<file path="src/rtl/gpio_pkg.sv">
package gpio_pkg;

    localparam int REG_W  = 16;
    localparam int ADDR_W = 4;

    typedef enum logic [ADDR_W-1:0] {
        A_FUNC     = 4'd0,
        A_DIR      = 4'd1,
        A_DIR_SET  = 4'd2,
        A_DIR_CLR  = 4'd3,
        A_DATA     = 4'd4,
        A_DATA_SET = 4'd5,
        A_DATA_CLR = 4'd6,
        A_INEN     = 4'd7,
        A_PIN      = 4'd8
    } reg_addr_e;

    typedef enum logic [1:0] {
        WK_NONE  = 2'd0,
        WK_PLAIN = 2'd1,
        WK_SET   = 2'd2,
        WK_CLR   = 2'd3
    } wr_kind_e;

    // Map an address onto the write form for a register with aliases
    // at base, base+1 (set) and base+2 (clear).
    function automatic wr_kind_e decode_kind(input logic [ADDR_W-1:0] a,
                                             input logic we,
                                             input logic [ADDR_W-1:0] base,
                                             input logic has_alias);
        wr_kind_e k;
        k = WK_NONE;
        if (we) begin
            if (a == base)                                   k = WK_PLAIN;
            else if (has_alias && a == base + ADDR_W'(1))    k = WK_SET;
            else if (has_alias && a == base + ADDR_W'(2))    k = WK_CLR;
        end
        return k;
    endfunction

endpackage

</file>
<file path="src/rtl/gpio_sync.sv">
module gpio_sync #(
    parameter int W      = 16,
    parameter int STAGES = 2
) (
    input  logic         clk,
    input  logic         rst,
    input  logic [W-1:0] d,
    output logic [W-1:0] q
);
    logic [W-1:0] stage [STAGES];

    always_ff @(posedge clk) begin
        if (rst) stage[0] <= '0;
        else     stage[0] <= d;
    end

    for (genvar s = 1; s < STAGES; s++) begin : g_stage
        always_ff @(posedge clk) begin
            if (rst) stage[s] <= '0;
            else     stage[s] <= stage[s-1];
        end
    end

    assign q = stage[STAGES-1];
endmodule

</file>
<file path="src/rtl/gpio_wreg.sv">
module gpio_wreg
    import gpio_pkg::*;
#(
    parameter int W = 16
) (
    input  logic         clk,
    input  logic         rst,
    input  wr_kind_e     kind,
    input  logic [W-1:0] wdata,
    output logic [W-1:0] q
);
    logic [W-1:0] nxt;

    always_comb begin
        unique case (kind)
            WK_PLAIN: nxt = wdata;
            WK_SET:   nxt = q | wdata;
            WK_CLR:   nxt = q & ~wdata;
            default:  nxt = q;
        endcase
    end

    always_ff @(posedge clk) begin
        if (rst) q <= '0;
        else     q <= nxt;
    end
endmodule

</file>
<file path="src/rtl/gpio_port.sv">
module gpio_port
    import gpio_pkg::*;
#(
    parameter int N_PINS = 16
) (
    input  logic              clk,
    input  logic              rst,
    input  logic [3:0]        bus_addr,
    input  logic              bus_we,
    input  logic [15:0]       bus_wdata,
    output logic [15:0]       bus_rdata,
    input  logic [N_PINS-1:0] pin_in,
    output logic [N_PINS-1:0] pad_out,
    output logic [N_PINS-1:0] pad_oe,
    output logic [N_PINS-1:0] pad_ie,
    output logic [N_PINS-1:0] pin_func
);
    localparam int SYNC_STAGES = 2;

    wr_kind_e          k_func, k_dir, k_data, k_inen;
    logic [N_PINS-1:0] wbits;
    logic [N_PINS-1:0] r_func, r_dir, r_data, r_inen;
    logic [N_PINS-1:0] pin_sync, pin_view, data_view;
    logic [N_PINS-1:0] gpio_mode;

    assign wbits = bus_wdata[N_PINS-1:0];

    always_comb begin
        k_func = decode_kind(bus_addr, bus_we, A_FUNC, 1'b0);
        k_dir  = decode_kind(bus_addr, bus_we, A_DIR,  1'b1);
        k_data = decode_kind(bus_addr, bus_we, A_DATA, 1'b1);
        k_inen = decode_kind(bus_addr, bus_we, A_INEN, 1'b0);
    end

    gpio_wreg #(.W(N_PINS)) u_func (.clk(clk), .rst(rst), .kind(k_func), .wdata(wbits), .q(r_func));
    gpio_wreg #(.W(N_PINS)) u_dir  (.clk(clk), .rst(rst), .kind(k_dir),  .wdata(wbits), .q(r_dir));
    gpio_wreg #(.W(N_PINS)) u_data (.clk(clk), .rst(rst), .kind(k_data), .wdata(wbits), .q(r_data));
    gpio_wreg #(.W(N_PINS)) u_inen (.clk(clk), .rst(rst), .kind(k_inen), .wdata(wbits), .q(r_inen));

    gpio_sync #(.W(N_PINS), .STAGES(SYNC_STAGES)) u_sync (
        .clk(clk), .rst(rst), .d(pin_in), .q(pin_sync)
    );

    assign gpio_mode = ~r_func;
    assign pin_view  = pin_sync & r_inen & gpio_mode;
    assign data_view = (r_data & r_dir) | (pin_view & ~r_dir);

    assign pad_out  = r_data;
    assign pad_oe   = r_dir  & gpio_mode;
    assign pad_ie   = r_inen & gpio_mode;
    assign pin_func = r_func;

    always_comb begin
        bus_rdata = '0;
        case (bus_addr)
            A_FUNC:                          bus_rdata[N_PINS-1:0] = r_func;
            A_DIR, A_DIR_SET, A_DIR_CLR:     bus_rdata[N_PINS-1:0] = r_dir;
            A_DATA, A_DATA_SET, A_DATA_CLR:  bus_rdata[N_PINS-1:0] = data_view;
            A_INEN:                          bus_rdata[N_PINS-1:0] = r_inen;
            A_PIN:                           bus_rdata[N_PINS-1:0] = pin_view;
            default:                         bus_rdata = '0;
        endcase
    end
endmodule

</file>
<file path="config.mk">
export PLATFORM = sky130hd
export DESIGN_NAME = gpio_port
export DESIGN_NICKNAME = d
export VERILOG_FILES = /design/src/rtl/gpio_pkg.sv /design/src/rtl/gpio_sync.sv /design/src/rtl/gpio_wreg.sv /design/src/rtl/gpio_port.sv
export SDC_FILE = /design/constraint.sdc
export NUM_CORES = 1
export LEC_CHECK = 0
export ABC_AREA = 1
export CORE_MARGIN = 1.5
export CORE_UTILIZATION = 36
export CTS_CLUSTER_SIZE = 20
export DETAILED_ROUTE_END_ITERATION = 10
export PLACE_DENSITY_LB_ADDON = 0.3
export RECOVER_POWER = 25
export SYNTH_ARGS = -nofsm -noshare
export SYNTH_HDL_FRONTEND = slang
export SYNTH_HIERARCHICAL = 1
export SYNTH_SLANG_ARGS = --single-unit
</file>
<file path="constraint.sdc">
create_clock -name clk -period 2.2 [get_ports clk]
set_input_delay 0.33 -clock clk [delete_from_list [all_inputs] [get_ports clk]]
set_output_delay 0.33 -clock clk [all_outputs]
set_load 0.05 [all_outputs]
</file>
## Word level (Yosys, flattened, before mapping)

Memory sizes are Yosys's and may differ from the RTL's.
Cells that the tools add are included.

- Reductions and logical operators: 7
- Bitwise logic cells: 20
- Equality and inequality tests: 20
- Multiplexer cells: 22

Operator list:

| cell | count |
|---|---|
| 16-bit one-hot mux with 3 select lines | 4 |
| 16-bit AND | 10 |
| 16-bit bitwise OR | 5 |
| 16-bit one-hot mux with 5 select lines | 1 |
| 16-bit inverter | 3 |
| 16-bit two-way mux | 2 |
| 2-bit two-way mux | 9 |
| 4-bit by 3-bit equality test with 1-bit output, second input constant | 4 |
| 2-bit equality test, second input constant | 6 |
| 3-bit nonzero test | 4 |
| 4-bit by 2-bit equality test with 1-bit output, second input constant | 2 |
| 2-bit by 1-bit equality test with 1-bit output, second input constant | 3 |
| 1-bit two-way mux | 6 |
| 3-bit OR reduction | 2 |
| 1-bit by 2-bit equality test with 1-bit output, second input constant | 2 |
| 4-bit by 1-bit equality test with 1-bit output, second input constant | 1 |
| 4-bit equality test, second input constant | 1 |
| 4-bit zero test | 1 |
| 1-bit bitwise OR | 2 |
| 1-bit equality test, second input constant | 1 |

- RAM bits: 32
- Output and inout bits: 80
- Logic and storage cells: 74
- Input port bits: 39
- Register bits: 64
- Memories kept: 1

Memory list:

| memory | words | bits a word | rd ports | clocked after Yosys merged registers in | wr ports | RTL line | text |
|---|---|---|---|---|---|---|---|
| u_sync.stage | 2 | 16 | 2 | 0 | 2 | gpio_sync.sv:10 | `logic [W-1:0] stage [STAGES];` |

## Logic depth before layout (Yosys ltp)

- Word-level depth: 7
- Mapped depth: 13
- Mapped depth without buffers: 9

## Cells and area by module

The synthesis kept the hierarchy.

Modules (own cells, without submodules):

| module | sequential area each (um^2) | instances | cells each | area each (um^2) |
|---|---|---|---|---|
| gpio_wreg | 320.3 | 4 | 124 | 817.0 |
| gpio_port | 0.0 | 1 | 308 | 1398.8 |
| gpio_sync | 640.6 | 1 | 99 | 914.6 |

## Least setup slack after synthesis

Ideal clock, no wire load.

- Path type: input -> register
- From: input port bus_addr[2]
- To: register u_func.q[0]
- Cell stages on the path: 11
- Arrival: 1676 ps
- Library setup time: 132 ps
- Data required time: 2068 ps
- Setup slack: 392 ps
- Buffers on the path: 3
- Path through: buf_4 > nor2_4 > buf_6 > inv_1 > nor4_1 > inv_1 > nand2_4 > buf_6 > nand2_1 > nand2_1 > a21oi_1

- Word-level cells in the longest chain between the ends: 5
- Elaborated cells on any way between the ends: 8
- Those cells by class: 3 x eq/ne; 3 x mux; 2 x reduce/logical

Ends and longest elaborated chain:

| item | RTL line | text |
|---|---|---|
| start: declaration | gpio_port.sv:8 | `input logic [3:0] bus_addr,` |
| 4-bit zero test * | gpio_pkg.sv:34 | `if (a == base) k = WK_PLAIN;` |
| 1-bit two-way mux * | gpio_pkg.sv:34 |  |
| 2-bit two-way mux * | gpio_pkg.sv:33 | `if (we) begin` |
| via k_func[0] | gpio_port.sv:20 | `wr_kind_e k_func, k_dir, k_data, k_inen;` |
| 2-bit equality test / 2-bit by 1-bit equality test with 1-bit output (equally long branches) | gpio_wreg.sv:15 | `unique case (kind)` |
| 16-bit one-hot mux with 3 select lines / 3-bit nonzero test (equally long branches) | n/a |  |
| end signal: assignment | gpio_wreg.sv:25 | `else q <= nxt;` |
| end: declaration | gpio_wreg.sv:10 | `output logic [W-1:0] q` |

The timed path passes the listed nets; every way through them passes the cells marked *.
A chain may end at the register's enable or synchronous reset.

## Worst setup path in the final report

- From: input port bus_addr[0]
- To: output port bus_rdata[11]

- Word-level cells in the longest chain between the ends: 3
- Elaborated cells on any way between the ends: 12
- Those cells by class: 8 x eq/ne; 1 x mux; 3 x reduce/logical

Ends and longest elaborated chain:

| item | RTL line | text |
|---|---|---|
| 4-bit by 3-bit equality test with 1-bit output (tied with other cells) | gpio_port.sv:55 | `case (bus_addr)` |
| 3-bit OR reduction | gpio_port.sv:55 |  |
| 16-bit one-hot mux with 5 select lines * | gpio_port.sv:55 |  |
| end: declaration | gpio_port.sv:11 | `output logic [15:0] bus_rdata,` |

Every way passes the cells marked *; elsewhere a longest branch is shown, timed or not.

==> metrics.md <==
| Metric | Value |
|---|---|
| Max Fanout on Critical Path | `8` |
| Worst Setup Path Type | `input pin to output pin` |
| CP most frequent cell | `nand2_1` |
| Dpl ws | `-0.0436 ns` |
| Status | `complete, no violations` |
| CTS Root Cell | `clkbuf_16` |
| Area Growth Syn to Fin | `32.7%` |
| RR Endpoint | `u_func/q[11]` |
| # clock sinks | `96` |
| Compound-Gate Fraction of Synth Area | `0.0603` |
| Synthesized flop and latch total | `96` |
| WHS Endpoint | `u_sync/stage[1][12]` |
| Die width | `128 um` |
| Mapped Cells | `903` |
| Unrepaired setup endpoints after global routing | `yes` |
| Multiplexer share of the synthesized area | `0` |
| First-pass GRT wire length | `27.5 mm` |
| Final worst path period share | `0.979` |
| R2R depth | `3` |
| Synth async-reset ratio | `0` |
| Total CTS buffers | `9` |
| R2R Setup Slk | `1.39 ns` |
| Total GRT Usage | `0.213` |
| DP Area | `0.00706 mm2` |
| Die Height | `128 um` |
| Row count | `45` |
| Initial core utilization | `0.369` |
| VDD IR-drop max | `~0.38 mV` |
| Largest family of logic cells by synthesized area | `simple AND/OR/NAND/NOR gates` |
| PortBufs | `118` |
| Worst EP required | `1.87 ns` |
| Sequential-to-total area share from yosys stat | `0.344` |
| Final Setup Violations | `0` |
| Fraction of layout cells with a size suffix above 1 | `0.0938` |
| Max Cap Violations | `0` |
| Startpoint types | `input pin` |
| FMAX | `0.464 GHz` |
| Largest net degree at the start of global routing | `61` |
| Finished Cell Area | `0.00741 mm2` |
| Post-detail-place hpwl | `12.3 mm` |
| Slowest-stage cell, CP | `clkdlybuf4s50_1` |
| Initial DRC count | `494` |
| Worst Hold Depth | `2` |
| Crit path cell chain | `clkdlybuf4s50_1 > buf_6 > nor2_4 > nand3_2 > nand2_1 > nand2_1 > nand3_1 > buf_12` |
| CP bufs+invs | `3` |
| ANT cells | `0` |
| CTS hold repair buffers | `0` |
| P_leak | `3.46 nW` |
| Bufs on Longest Clock Path | `2` |
| Final Hold Fails | `0` |
| Cell Area, Synth | `0.00558 mm2` |
| Yosys top cell area share | `0.344` |
| Cell family with most CP delay | `simple AND/OR/NAND/NOR gates` |
| WL per Instance | `14.2 um` |
| Total wire length | `17.2 mm` |
| Worst Path Arrival | `1.82 ns` |
| Ys flop type | `dfxtp_1` |
| Yosys top cell by area | `dfxtp_1` |
| CTS tree | `done` |
| Mean Syn Cell Area | `6.18 um2` |
| Post-synthesis xor/xnor area fraction | `0` |
| Core area | `about 0.015 mm2` |
| Synth area leaders | `dfxtp_1 (34%), nand2_1 (20%), nand3_1 (11%)` |
| Worst flop-to-flop path startpoint | `u_func/q[11]` |
| Antenna-violating nets left | `0` |
| Overall power | `~4.4 mW` |
| Gpl congestion | `0.948` |
| Die area | `0.0163 mm2` |
| # fillers | `1558` |
| Post-synth EDFFs | `0` |
| Synth cell types | `23` |
| Hold Path Origin | `u_sync/stage[0][12]` |
| Setup crit end kind | `output pin` |
| Nets | `1058` |
| Yosys warning count | `6` |
| Tmin final | `2.15 ns` |
| Cell Pwr Density | `593 mW/mm2` |
| Hold Slack | `around 0.4 ns` |
| Worst-path clk slew | `0.07 ns` |
| Max Slew Vio Count | `0` |
| Vias in the first global route | `5197` |
| Vias/cell | `roughly 4.8` |
| Slew HR | `0.125` |
| Actual slew at the worst max-slew pin | `1.31 ns` |
| Residual DRC count | `0` |
| Final worst slack | `0.0469 ns` |
| Final Skew | `0.000960 ns` |
| Type of the worst min-delay path | `flop to flop` |
| Vias | `5852` |
| Clock latency on the worst-skew pair | `0.35 ns` |
| Synthesized-area fraction occupied by adder cells | `0` |
| Pre-Repair DR Iteration Count | `5` |
| Total congestion overflow | `0` |
| Initial antenna violation count | `0` |
| Simple-Gate Fraction of Synth Area | `0.412` |
| Delay of the slowest critical-path stage | `0.41 ns` |
| H-tree Lvls | `3` |
| IO Pins | `119` |
## state kept, by name, summed over array words and instances (netlist names)
| register | count |
|---|---|
| u_sync/stage | 32 |
| u_func/q | 16 |
| u_data/q | 16 |
| u_inen/q | 16 |
| u_dir/q | 16 |
## cell type report
class	count	area (um2)	share of cell area
flip-flops and latches	96	1920	0.259
clock inverters	7	53.8	0.00726
clock buffers	9	225	0.0304
inverters	157	594	0.0802
well taps	188	235	0.0318
repair buffers	153	1680	0.227
multi-input cells	602	2700	0.364
## routing by layer
| metal | part of all wire | GRT usage | vias up | wire [um] |
|---|---|---|---|---|
| li1 | - | - | 2989 | - |
| met1 | 0.46 | 0.300 | 2627 | 7970 |
| met2 | 0.45 | 0.330 | 216 | 7790 |
| met3 | 0.068 | 0.0327 | 20 | 1170 |
| met4 | 0.018 | 0.0755 | 0 | 318 |
| met5 | 0 | 0 | - | 0 |
## tightest hold or removal path, delay by kind of cell, from the launching register on
| family | cells | cell delay, ns |
|---|---|---|
| DFF | 1 | 0.30 |
| and+or+nand+nor | 1 | 0.03 |
| buffers and inverters | 1 | 0.04 |
## cell usage in the layout (no fill, tap or decap), types with 3 or more instances in the layout
cell / Yosys / routed
nand3_1: 128 / 120
clkbuf_16: 0 / 10
nor2_4: 3 / 3
inv_2: 5 / 6
dfxtp_1: 96 / 96
buf_4: 5 / 22
nand3_2: 0 / 9
nor2_1: 82 / 82
buf_12: 0 / 21
nand2_1: 291 / 291
nor4_1: 3 / 3
inv_1: 151 / 150
clkdlybuf4s50_1: 0 / 94
nand2_4: 5 / 5
a21oi_1: 64 / 64
clkbuf_1: 8 / 3
dlygate4sd3_1: 0 / 5
nand4_1: 16 / 16
nand2_2: 4 / 4
## stage by stage
stage                     setup TNS [ns]  utilization  std cells
final                                  0        0.489       1212
after global routing             -0.0355        0.489       1212
after CTS                              0        0.486       1208
after detailed placement          -0.123        0.466       1192
after global placement           -0.0104        0.466       1192
after floorplan                        0            -        904
## where the power goes
part           switching, mW  internal, mW
logic                  0.624         0.358
clock network          0.720         0.776
registers             0.0892          1.82
total                   1.43          2.96
## worst max path at each step
stage,startpoint,end,depth (start not counted)
final,bus_addr[0],bus_rdata[11],8
after CTS,bus_addr[2],bus_rdata[0],9
after global placement,bus_addr[1],bus_rdata[1],8
after detailed placement,bus_addr[2],u_data/q[0],9
after floorplan,bus_addr[2],u_func/q[0],11
after global routing,bus_addr[3],bus_rdata[3],9
## synthesized netlist by cell type, drive strengths merged, types with 3 or more instances
master  number
buf         37
dfxtp       96
nand3      129
nor2        85
clkbuf      13
inv        156
nand4       16
nand2      300
nor4         3
a21oi       64
## logic make-up after synthesis
group / count (synthesis)
other: 1
and+or+nand+nor: 534
buffers and inverters: 207
AOI/OAI and AO/OA: 65
DFF: 96
## what timing repair did
item | 4_1_cts | 5_1_grt
endpoints found under the hold margin | 0 | 0
setup endpoints to repair | 8 | 16
buffers inserted | 0 | 2
pin swaps | 0 | 4
gates resized for setup | 6 | 10
gates cloned | 0 | 2
No activity file was read; power rests on OpenSTA's default activity.
